**src/rtl/poll_frame_arbiter.sv**
```systemverilog
module poll_frame_arbiter #(
  parameter int FRAME_TICKS = 8000000,
  parameter int DEAD_TICKS  = 1000000,
  parameter int ADDR_W      = 10,
  parameter int DATA_W      = 16
) (
  input  logic              clk,
  input  logic              rst_n,
  input  logic              net_present,
  input  logic              net_sync,
  output logic              frame_irq,
  output logic              dead_win,
  output logic              sync_lost,
  input  logic              host_latch_we,
  input  logic [3:0]        host_latch_wdata,
  output logic [3:0]        latch_q,
  input  logic              host_req,
  input  logic              host_we,
  input  logic [ADDR_W-1:0] host_addr,
  input  logic [DATA_W-1:0] host_wdata,
  output logic              host_ready,
  output logic [DATA_W-1:0] host_rdata,
  input  logic              eng_req,
  input  logic              eng_we,
  input  logic [ADDR_W-2:0] eng_addr,
  input  logic [DATA_W-1:0] eng_wdata,
  output logic              eng_gnt,
  output logic [DATA_W-1:0] eng_rdata,
  output logic              ram_en,
  output logic              ram_we,
  output logic [ADDR_W-1:0] ram_addr,
  output logic [DATA_W-1:0] ram_wdata,
  input  logic [DATA_W-1:0] ram_rdata
);

  localparam int CW = $clog2(FRAME_TICKS);
  localparam int MW = $clog2(FRAME_TICKS + 1);

  logic [CW-1:0] cnt;
  logic [MW-1:0] miss;

  wire sync_hit = net_present && net_sync;
  wire wrap     = cnt == CW'(FRAME_TICKS - 1);

  always_ff @(posedge clk) begin
    if (!rst_n) begin
      cnt       <= '0;
      frame_irq <= 1'b0;
    end else if (sync_hit || wrap) begin
      cnt       <= '0;
      frame_irq <= cnt != '0;
    end else begin
      cnt       <= cnt + 1'b1;
      frame_irq <= 1'b0;
    end
  end

  always_ff @(posedge clk) begin
    if (!rst_n || !net_present || net_sync) begin
      miss      <= '0;
      sync_lost <= 1'b0;
    end else begin
      if (miss != MW'(FRAME_TICKS)) miss <= miss + 1'b1;
      else                          sync_lost <= 1'b1;
    end
  end

  always_ff @(posedge clk) begin
    if (!rst_n)             latch_q <= '0;
    else if (host_latch_we) latch_q <= host_latch_wdata;
  end

  assign dead_win = cnt < CW'(DEAD_TICKS);

  wire host_sel = latch_q[0];
  assign host_ready = host_req && host_sel && dead_win && !sync_hit;
  assign eng_gnt    = eng_req && !host_sel && !dead_win;

  assign ram_en    = host_ready || eng_gnt;
  assign ram_we    = host_ready ? host_we    : (eng_gnt && eng_we);
  assign ram_addr  = host_ready ? host_addr  : {eng_we, eng_addr};
  assign ram_wdata = host_ready ? host_wdata : eng_wdata;

  assign host_rdata = ram_rdata;
  assign eng_rdata  = ram_rdata;

endmodule

```
**config.mk**
```make
export PLATFORM = sky130hd
export DESIGN_NAME = poll_frame_arbiter
export DESIGN_NICKNAME = d
export VERILOG_FILES = /design/src/rtl/poll_frame_arbiter.sv
export SDC_FILE = /design/constraint.sdc
export NUM_CORES = 1
export LEC_CHECK = 0
export BUFFER_PORTS_ARGS = -buffer_cell sky130_fd_sc_hd__buf_2
export CAP_MARGIN = 20
export CORE_MARGIN = 10
export CORE_UTILIZATION = 25
export CTS_BUF_LIST = sky130_fd_sc_hd__clkbuf_4
export DETAILED_ROUTE_END_ITERATION = 7
export PLACE_DENSITY = 0.61
export SLEW_MARGIN = 30
export SYNTH_ARGS = -nofsm -noshare
export SYNTH_HDL_FRONTEND = slang
export SYNTH_SLANG_ARGS = --single-unit
export TNS_END_PERCENT = 5
```
**constraint.sdc**
```tcl
create_clock -name clk -period 3.9 [get_ports clk]
set_input_delay 0.78 -clock clk [delete_from_list [all_inputs] [get_ports clk]]
set_output_delay 0.78 -clock clk [all_outputs]
set_load 0.02 [all_outputs]
```
==> results of run 1 <==
==> worst max-delay path: stages (launching register included) <==
cell and delay, ps:
dfxtp_1 380, nor4_1 510, a311o_1 290, nand2_1 290
buf_4 320, mux2_1 320, buf_2 160
==> registers in the layout, summed over array words and instances (netlist names) <==
register   count
cnt           23
miss          23
latch_q        4
frame_irq      1
sync_lost      1
==> area by class of cell <==
type | instances | share of cell area
clock buffers | 6 | 0.0125
clock inverters | 2 | 0.0107
inverters | 9 | 0.00936
multi-input cells | 253 | 0.473
well taps | 168 | 0.0582
flip-flops and latches | 52 | 0.288
repair buffers | 103 | 0.147
diodes | 1 | 0.000693
==> through the flow <==
step | cells | hold slack (ps) | total power [mW] | worst slack [ps] | utilization
floorplan | 360 | 452 | 0.674 | 1200 | -
global placement | 584 | 451 | 0.685 | 828 | 0.291
detailed placement | 584 | 475 | 0.688 | 766 | 0.291
CTS | 592 | 496 | 1.02 | 411 | 0.298
global route | 593 | 525 | 1.05 | 158 | 0.299
finish | 594 | 493 | 1.01 | 447 | 0.299
==> worst paths after layout <==
check             slack (ps)               endpoint             startpoint  cells past startpoint
setup reg to reg        1460      cnt[5]$_SDFF_PP0_      cnt[0]$_SDFF_PP0_                      6
hold / removal           490  miss[21]$_SDFFE_PP0P_  miss[21]$_SDFFE_PP0P_                      2
hold reg to reg          490  miss[21]$_SDFFE_PP0P_  miss[21]$_SDFFE_PP0P_                      2
setup / recovery         450           ram_wdata[1]     cnt[15]$_SDFF_PP0_                      6
==> cell families after synthesis <==
group / Yosys count / synth area share
compound gates: 45 / 0.0839
mux: 32 / 0.114
flops: 52 / 0.337
xor+xnor: 24 / 0.0681
fa+ha+maj: 4 / 0.0162
simple gates: 148 / 0.271
buf+inv: 55 / 0.109
==> report_power, final <==
part	leakage (nW)	switching (mW)	internal (mW)	total, mW
clock network	0.0463	0.189	0.145	0.334
registers	0.420	0.00526	0.537	0.542
logic	0.936	0.0708	0.0633	0.134
==> cells in the final DEF (no fill, tap or decap), drive strengths merged, types with 2 or more instances in the layout <==
master and instances:
a21oi 20, and2 3, and3 7, and4 7, buf 103, clkbuf 6, dfxtp 52, ha 4
inv 10, mux2 26, mux2i 6, nand2 18, nand2b 2, nand3 19, nand3b 3, nand4 12
nor2 31, nor2b 5, nor3 6, nor4 10, o21ai 13, o31ai 8, or3 9, or4 12
or4b 2, xnor2 10, xor2 14
==> routing by layer <==
layer | up-vias | GRT usage
met5 | - | 0
met4 | 0 | 0.0229
met3 | 13 | 0.0302
met2 | 49 | 0.148
met1 | 1236 | 0.109
li1 | 1396 | -
==> cells in the mapped netlist, types with 9 or more instances <==
master	number
inv_1	9
clkbuf_1	9
buf_4	33
xnor2_1	10
dfxtp_1	52
xor2_1	14
a21oi_1	20
nand3_1	19
o21ai_0	13
mux2_2	23
nand4_1	11
nor2_1	31
nor4_1	10
or4_1	12
nand2_1	18
==> run metrics, run 1 <==
syn_nets 444; Leak 1.40 nW; die width 131 µm; CTS root buffer clkbuf_4; top cells by area, synth dfxtp_1 34%, mux2_2 8.4%, buf_4 8.0%; Final nets 508; synthesized instance count 360; vias in the first global route 2706; Crit. End Element output port; Tmin final 3450 ps; register area 0.00104 mm²; Max Cap Viol 0; status finished clean; clock-pin slew on the worst setup and hold paths 160 ps; pin count of the biggest net entering global routing 25; Met1 Wirelength 3.27 mm; gr ovfl total 0; Yosys Warn Count 0; # IOs 149; via count 2694; Fillers 1290; CP max FO 16; Post-synth EDFFs 0; Antenna Nets Post-Route 0; Routed WL per cell 13.2 µm; clk sink count 52; die footprint 0.0172 mm²; Hold Fails Final Rpt 0; floorplan core area 0.0121 mm²; Fmax achieved 290 MHz; total global-route track usage 0.0894; Synth cell types 40; Max Used Layer met4; Final Cell Area 0.00361 mm²; Synth Flop Type dfxtp_1; register area share after synthesis 0.337; met2 wire len 4.11 mm; Worst Tran Pin Value 791 ps; Seq cells post-synth 52; fraction of registers with async set or reset after synthesis 0; vias per cell 4.54; CP Class reg -> out; Synth Cell Area 0.00309 mm²; CTS tree built; CTS Buffer Depth 2; Startpoint Class flop; Post-Route WL 7.86 mm; dpl hpwl 6.20 mm; CP required 3120 ps; Tcrit/Tclk final 0.885; routed wl met3 407 µm; layout cell share with drive strength beyond 1 0.329; # rows 40; Synth area leader dfxtp_1; worst rel slew slack 0.472; # H-tree levels 2; max-slew violations 0; RePlAce Congestion 0.788; 1st-iter DRT viols 144; pwr/cell area 280 mW/mm²; drt drc 0; area grow syn2layout 17.0%; Die H 131 µm; clk_skew 16.1 ps; clock buffer count from CTS 5; worst ir drop on vdd 0.000125 V; post-CTS setup buffers 0; first-pass GRT wire length 12.8 mm; Final setup viols 0; Mean Syn Cell Area 8.57 µm²; RSZ-0062 raised after global routing no; placed cell areas 0.00351 mm²; PortBufs 100; Worst-Skew Late Latency 410 ps; area of the multi-input gates 0.00171 mm²; setup TNS 0 ps; worst min-delay path category reg -> reg; hold_buf cts 0; post-synth top area share 0.337; CTS resizes 0; antenna violations before repair 0; initial core utilization 0.256; router iterations before antenna repair 4; Worst EP arrival 2670 ps
(Power assumes the default switching activity.)
==> inputs of run 2 (changes only) <==
--- a/config.mk
+++ b/config.mk
@@ -12,6 +12,7 @@
 export CTS_BUF_LIST = sky130_fd_sc_hd__clkbuf_4
 export DETAILED_ROUTE_END_ITERATION = 7
 export PLACE_DENSITY = 0.61
+export REMOVE_ABC_BUFFERS = 1
 export SLEW_MARGIN = 30
 export SYNTH_ARGS = -nofsm -noshare
 export SYNTH_HDL_FRONTEND = slang
==> run 2 against run 1 <==
Largest cell class unchanged. Combinational power barely moved. Final area about the same. Global-route usage is 0.22 points higher. Via count up 3.9%. Routed wire length is 8.3% higher. Clock power decreased by 5%. Setup slack improved by 12 ps.
==> run metrics, run 2 (synthesis gave the netlist of run 1 again) <==
layer with the highest usage met2 (unchanged); # IOs 149 (unchanged); clock buffer count from CTS 5 (unchanged); 1st-iter DRT viols 164 (was 144); RSZ-0062 raised after global routing no (unchanged); Final setup viols 0 (unchanged); Top Registers cnt x23, miss x23, latch_q x4 (unchanged); Tcrit/Tclk final 0.882 (was 0.885); post-CTS setup buffers 0 (unchanged); Crit. End Element output port (unchanged); CTS resizes 0 (unchanged); dpl hpwl 6.86 mm (was 6.20 mm); pwr/cell area 276 mW/mm² (was 280 mW/mm²); CTS root buffer clkbuf_4 (unchanged); Tmin final 3440 ps (was 3450 ps); commonest cells after routing, fill and taps aside 100 x buf_2, 52 x dfxtp_1, 31 x nor2_1 (unchanged); initial core utilization 0.256 (unchanged); clk sink count 52 (unchanged); dominant delay contributor by cell family on the critical path simple AND/OR/NAND/NOR gates (unchanged); CTS tree built (unchanged); clock-pin slew on the worst setup and hold paths 150 ps (was 160 ps); Die H 131 µm (unchanged); Worst-Skew Late Latency 360 ps (was 410 ps); Fmax achieved 291 MHz (was 290 MHz); CP max FO 14 (was 16); GR Layer Usage met3 0.0507 (was 0.0302); Leak 1.40 nW (unchanged); worst min-delay path category reg -> reg (unchanged); Worst EP arrival 2660 ps (was 2670 ps); status finished clean (unchanged); ANT cells 0 (was 1); GRT met1 Usage 0.102 (was 0.109); vias per cell 4.72 (was 4.54); CP required 3120 ps (about the same); worst path bufs/invs 2 (unchanged); die width 131 µm (unchanged); clk_skew 20.2 ps (was 16.1 ps); # rows 40 (unchanged); max-slew violations 0 (unchanged); PnR Total Power 0.995 mW (was 1.01 mW); via count 2800 (was 2694); Final nets 508 (unchanged); Hold Fails Final Rpt 0 (unchanged); area grow syn2layout 17.0% (about the same); hold_buf cts 0 (unchanged); CP peak stage delay 530 ps (was 510 ps); Routed WL per cell 14.4 µm (was 13.2 µm); commonest non-fill, non-tap cell in the layout buf_2 (unchanged); antenna violations before repair 0 (unchanged); pin count of the biggest net entering global routing 21 (was 25); CP Class reg -> out (unchanged); met2 usage 0.149 (was 0.148); total global-route track usage 0.0915 (was 0.0894); # H-tree levels 2 (unchanged); die footprint 0.0172 mm² (unchanged); layout cell share with drive strength beyond 1 0.329 (unchanged); Max Cap Viol 0 (unchanged); floorplan core area 0.0121 mm² (unchanged); Worst Tran Pin Value 592 ps (was 791 ps); setup TNS 0 ps (unchanged); first-pass GRT wire length 13.0 mm (was 12.8 mm); PortBufs 100 (unchanged); CP max-delay cell nor4_1 (unchanged); CTS Buffer Depth 2 (unchanged); drt drc 0 (unchanged); worst ir drop on vdd 0.0000936 V (was 0.000125 V); gr ovfl total 0 (unchanged); vias in the first global route 2641 (was 2706); RePlAce Congestion 0.805 (was 0.788); Startpoint Class flop (unchanged); worst rel slew slack 0.604 (was 0.472); router iterations before antenna repair 5 (was 4); CP cell instances nor4_1 > a311o_1 > nand2_1 > buf_4 > mux2_1 > buf_2 (unchanged); Post-Route WL 8.52 mm (was 7.86 mm); Antenna Nets Post-Route 0 (unchanged)
[run 2: final timing paths]
kind / startpoint / endpoint / slack (ps) / depth (start not counted)
setup / recovery: cnt[15]$_SDFF_PP0_ / ram_wdata[1] / 460 / 6
hold / removal: sync_lost$_SDFFE_PP0N_ / sync_lost$_SDFFE_PP0N_ / 490 / 2
setup reg to reg: cnt[0]$_SDFF_PP0_ / cnt[20]$_SDFF_PP0_ / 1720 / 5
hold reg to reg: sync_lost$_SDFFE_PP0N_ / sync_lost$_SDFFE_PP0N_ / 490 / 2
[run 2: worst reg2reg max path: cells and delay by family, from the launching register on]
family,cells,cell delay [ps]
and+or+nand+nor,3,1260
DFF,1,440
adders and majority gates,1,280
AOI/OAI and AO/OA,1,140
[run 2: layout make-up]
| cell class | instances | area (µm²) |
|---|---|---|
| sequential | 52 | 1040 |
| timing repair buffer | 103 | 531 |
| multi-input combinational | 253 | 1710 |
| clock buffer | 6 | 45.0 |
| fill | 1262 | 8450 |
| tap | 168 | 210 |
| clock inverter | 2 | 38.8 |
| inverter | 9 | 33.8 |
[run 2: through the flow]
step                      setup slack, ps  instance area [µm²]  hold WS [ps]  cells   util
after floorplan                       819                 2780           452    314      -
after global placement                761                 3510           450    584  0.291
after detailed placement              698                 3520           457    585  0.292
after CTS                             421                 3610           494    593  0.299
after global routing                  143                 3610           537    593  0.299
final                                 460                 3610           486    593  0.299
[run 2: per-layer routing]
metal	part of all wire	vias up	wire length [µm]
met3	0.18	4	1510
li1	-	1389	-
met1	0.39	1261	3350
met2	0.42	146	3600
met4	0.0062	0	53
met5	0	-	0
[run 2: power by group]
part | switching (mW) | total, mW | internal, mW
Combinational | 0.0715 | 0.135 | 0.0633
Sequential | 0.00508 | 0.542 | 0.537
Clock | 0.173 | 0.318 | 0.145
Total | 0.250 | 0.995 | 0.745
==> inputs of run 3 (changes only) <==
--- a/config.mk
+++ b/config.mk
@@ -13,6 +13,7 @@
 export DETAILED_ROUTE_END_ITERATION = 7
 export PLACE_DENSITY = 0.61
 export REMOVE_ABC_BUFFERS = 1
+export SETUP_SLACK_MARGIN = 0.5
 export SLEW_MARGIN = 30
 export SYNTH_ARGS = -nofsm -noshare
 export SYNTH_HDL_FRONTEND = slang
==> run 3 against run 2 <==
Total power hardly changed. Sequential power hardly changed. Clock power about the same. Combinational power hardly changed. Hold slack barely moved. Global-route usage did not move. Clock-buffer cell count is the same. Die area stayed put. Critical path depth is the same.
==> run metrics, run 3 (synthesis gave the netlist of run 1 again) <==
status finished clean (unchanged); Top Registers cnt x23, miss x23, latch_q x4 (unchanged); layout cell share with drive strength beyond 1 0.334 (was 0.329); Final Cell Area 0.00362 mm² (was 0.00361 mm²); Fillers 1262 (unchanged); Tmin final 3130 ps (was 3440 ps); max-slew violations 0 (unchanged); gr ovfl total 0 (unchanged); Fmax achieved 320 MHz (was 291 MHz); Max Cap Viol 0 (unchanged); CTS Buffer Depth 2 (unchanged); PortBufs 100 (unchanged); Die H 131 µm (unchanged); Final nets 508 (unchanged); drt drc 0 (unchanged); dpl hpwl 6.86 mm (unchanged); CP cell instances nand4_1 > a311o_1 > nand2_4 > buf_4 > mux2_2 > buf_2 (was nor4_1 > a311o_1 > nand2_1 > buf_4 > mux2_1 > buf_2); CP Class reg -> out (unchanged); Final setup viols 0 (unchanged); via count 2805 (was 2800); CTS tree built (unchanged); clock buffer count from CTS 5 (unchanged); Post-Layout Cell Count 593 (unchanged); CP peak stage delay 450 ps (was 530 ps); Worst Tran Pin Value 593 ps (was 592 ps); FF-to-FF setup slack 1710 ps (was 1720 ps); pwr/cell area 275 mW/mm² (was 276 mW/mm²); die footprint 0.0172 mm² (unchanged); RePlAce Congestion 0.805 (unchanged); CP required 3120 ps (about the same); # H-tree levels 2 (unchanged); antenna violations before repair 0 (unchanged); Place WS 698 ps (unchanged); Leak 1.41 nW (was 1.40 nW); Routed WL per cell 14.4 µm (about the same); Hold Slack 486 ps (about the same); Startpoint Class flop (unchanged); initial core utilization 0.256 (unchanged); ANT cells 0 (unchanged); R2R depth 5 (unchanged); Worst EP arrival 2350 ps (was 2660 ps); vias per cell 4.73 (was 4.72); worst ir drop on vdd 0.0000936 V (about the same); 1st-iter DRT viols 162 (was 164); Min-Delay Path Depth 2 (unchanged); Crit. End Element output port (unchanged); commonest non-fill, non-tap cell in the layout buf_2 (unchanged); PnR Total Power 0.995 mW (about the same); area grow syn2layout 17.4% (was 17.0%); clock-pin slew on the worst setup and hold paths 160 ps (was 150 ps); Hold Fails Final Rpt 0 (unchanged); post-CTS setup buffers 0 (unchanged); worst min-delay path category reg -> reg (unchanged); clk_skew 19.3 ps (was 20.2 ps); CP max FO 14 (unchanged); placed cell areas 0.00352 mm² (unchanged); pin count of the biggest net entering global routing 21 (unchanged); # rows 40 (unchanged); floorplan core area 0.0121 mm² (unchanged); vias in the first global route 2641 (unchanged); Worst-Skew Late Latency 360 ps (about the same); Tcrit/Tclk final 0.801 (was 0.882); Post-Route WL 8.55 mm (was 8.52 mm); die width 131 µm (unchanged); first-pass GRT wire length 13.0 mm (unchanged); total global-route track usage 0.0915 (unchanged); Final Util 0.300 (was 0.299); CP max-delay cell dfxtp_1 (was nor4_1); worst rel slew slack 0.604 (about the same); # IOs 149 (unchanged); setup TNS 0 ps (unchanged); commonest cells after routing, fill and taps aside 100 x buf_2, 52 x dfxtp_1, 31 x nor2_1 (unchanged); Setup WS post-layout 775 ps (was 460 ps); CTS root buffer clkbuf_4 (unchanged); router iterations before antenna repair 5 (unchanged); RSZ-0062 raised after global routing no (unchanged); Antenna Nets Post-Route 0 (unchanged); Cells after DPL 585 (unchanged); clk sink count 52 (unchanged)
-- run 3: per-layer routing --
metal | share of wire | track usage
met1 | 0.40 | 0.102
met2 | 0.42 | 0.149
met4 | 0.0062 | 0.0216
met3 | 0.17 | 0.0507
met5 | 0 | 0
-- run 3: power breakdown --
part,internal [mW],switching [mW]
Clock,0.145,0.173
Combinational,0.0635,0.0716
Sequential,0.537,0.00508
Total,0.745,0.249
-- run 3: timing repair --
item                                   CTS  global route
resized for setup                        1             2
endpoints found under the hold margin    0             0
hold buffers                             0             0
setup endpoints to repair               14            15
-- run 3: worst paths after layout --
| check | start | end |
|---|---|---|
| min reg2reg | sync_lost$_SDFFE_PP0N_ | sync_lost$_SDFFE_PP0N_ |
| min | sync_lost$_SDFFE_PP0N_ | sync_lost$_SDFFE_PP0N_ |
| max reg2reg | cnt[0]$_SDFF_PP0_ | cnt[20]$_SDFF_PP0_ |
| max | cnt[17]$_SDFF_PP0_ | ram_wdata[9] |
-- run 3: layout make-up --
type,instances,area [µm²],share of cell area
Clock inverter,2,38.8,0.0107
Inverter,9,33.8,0.00933
Tap cell,168,210,0.0580
Clock buffer,6,45.0,0.0124
Sequential cell,52,1040,0.287
Timing Repair Buffer,103,531,0.146
Multi-Input combinational cell,253,1720,0.476
-- run 3: critical path, delay by kind of cell (launching register included) --
family	cells	cell delay [ps]
simple gates	2	350
mux	1	360
buf+inv	2	410
flops	1	450
compound gates	1	410
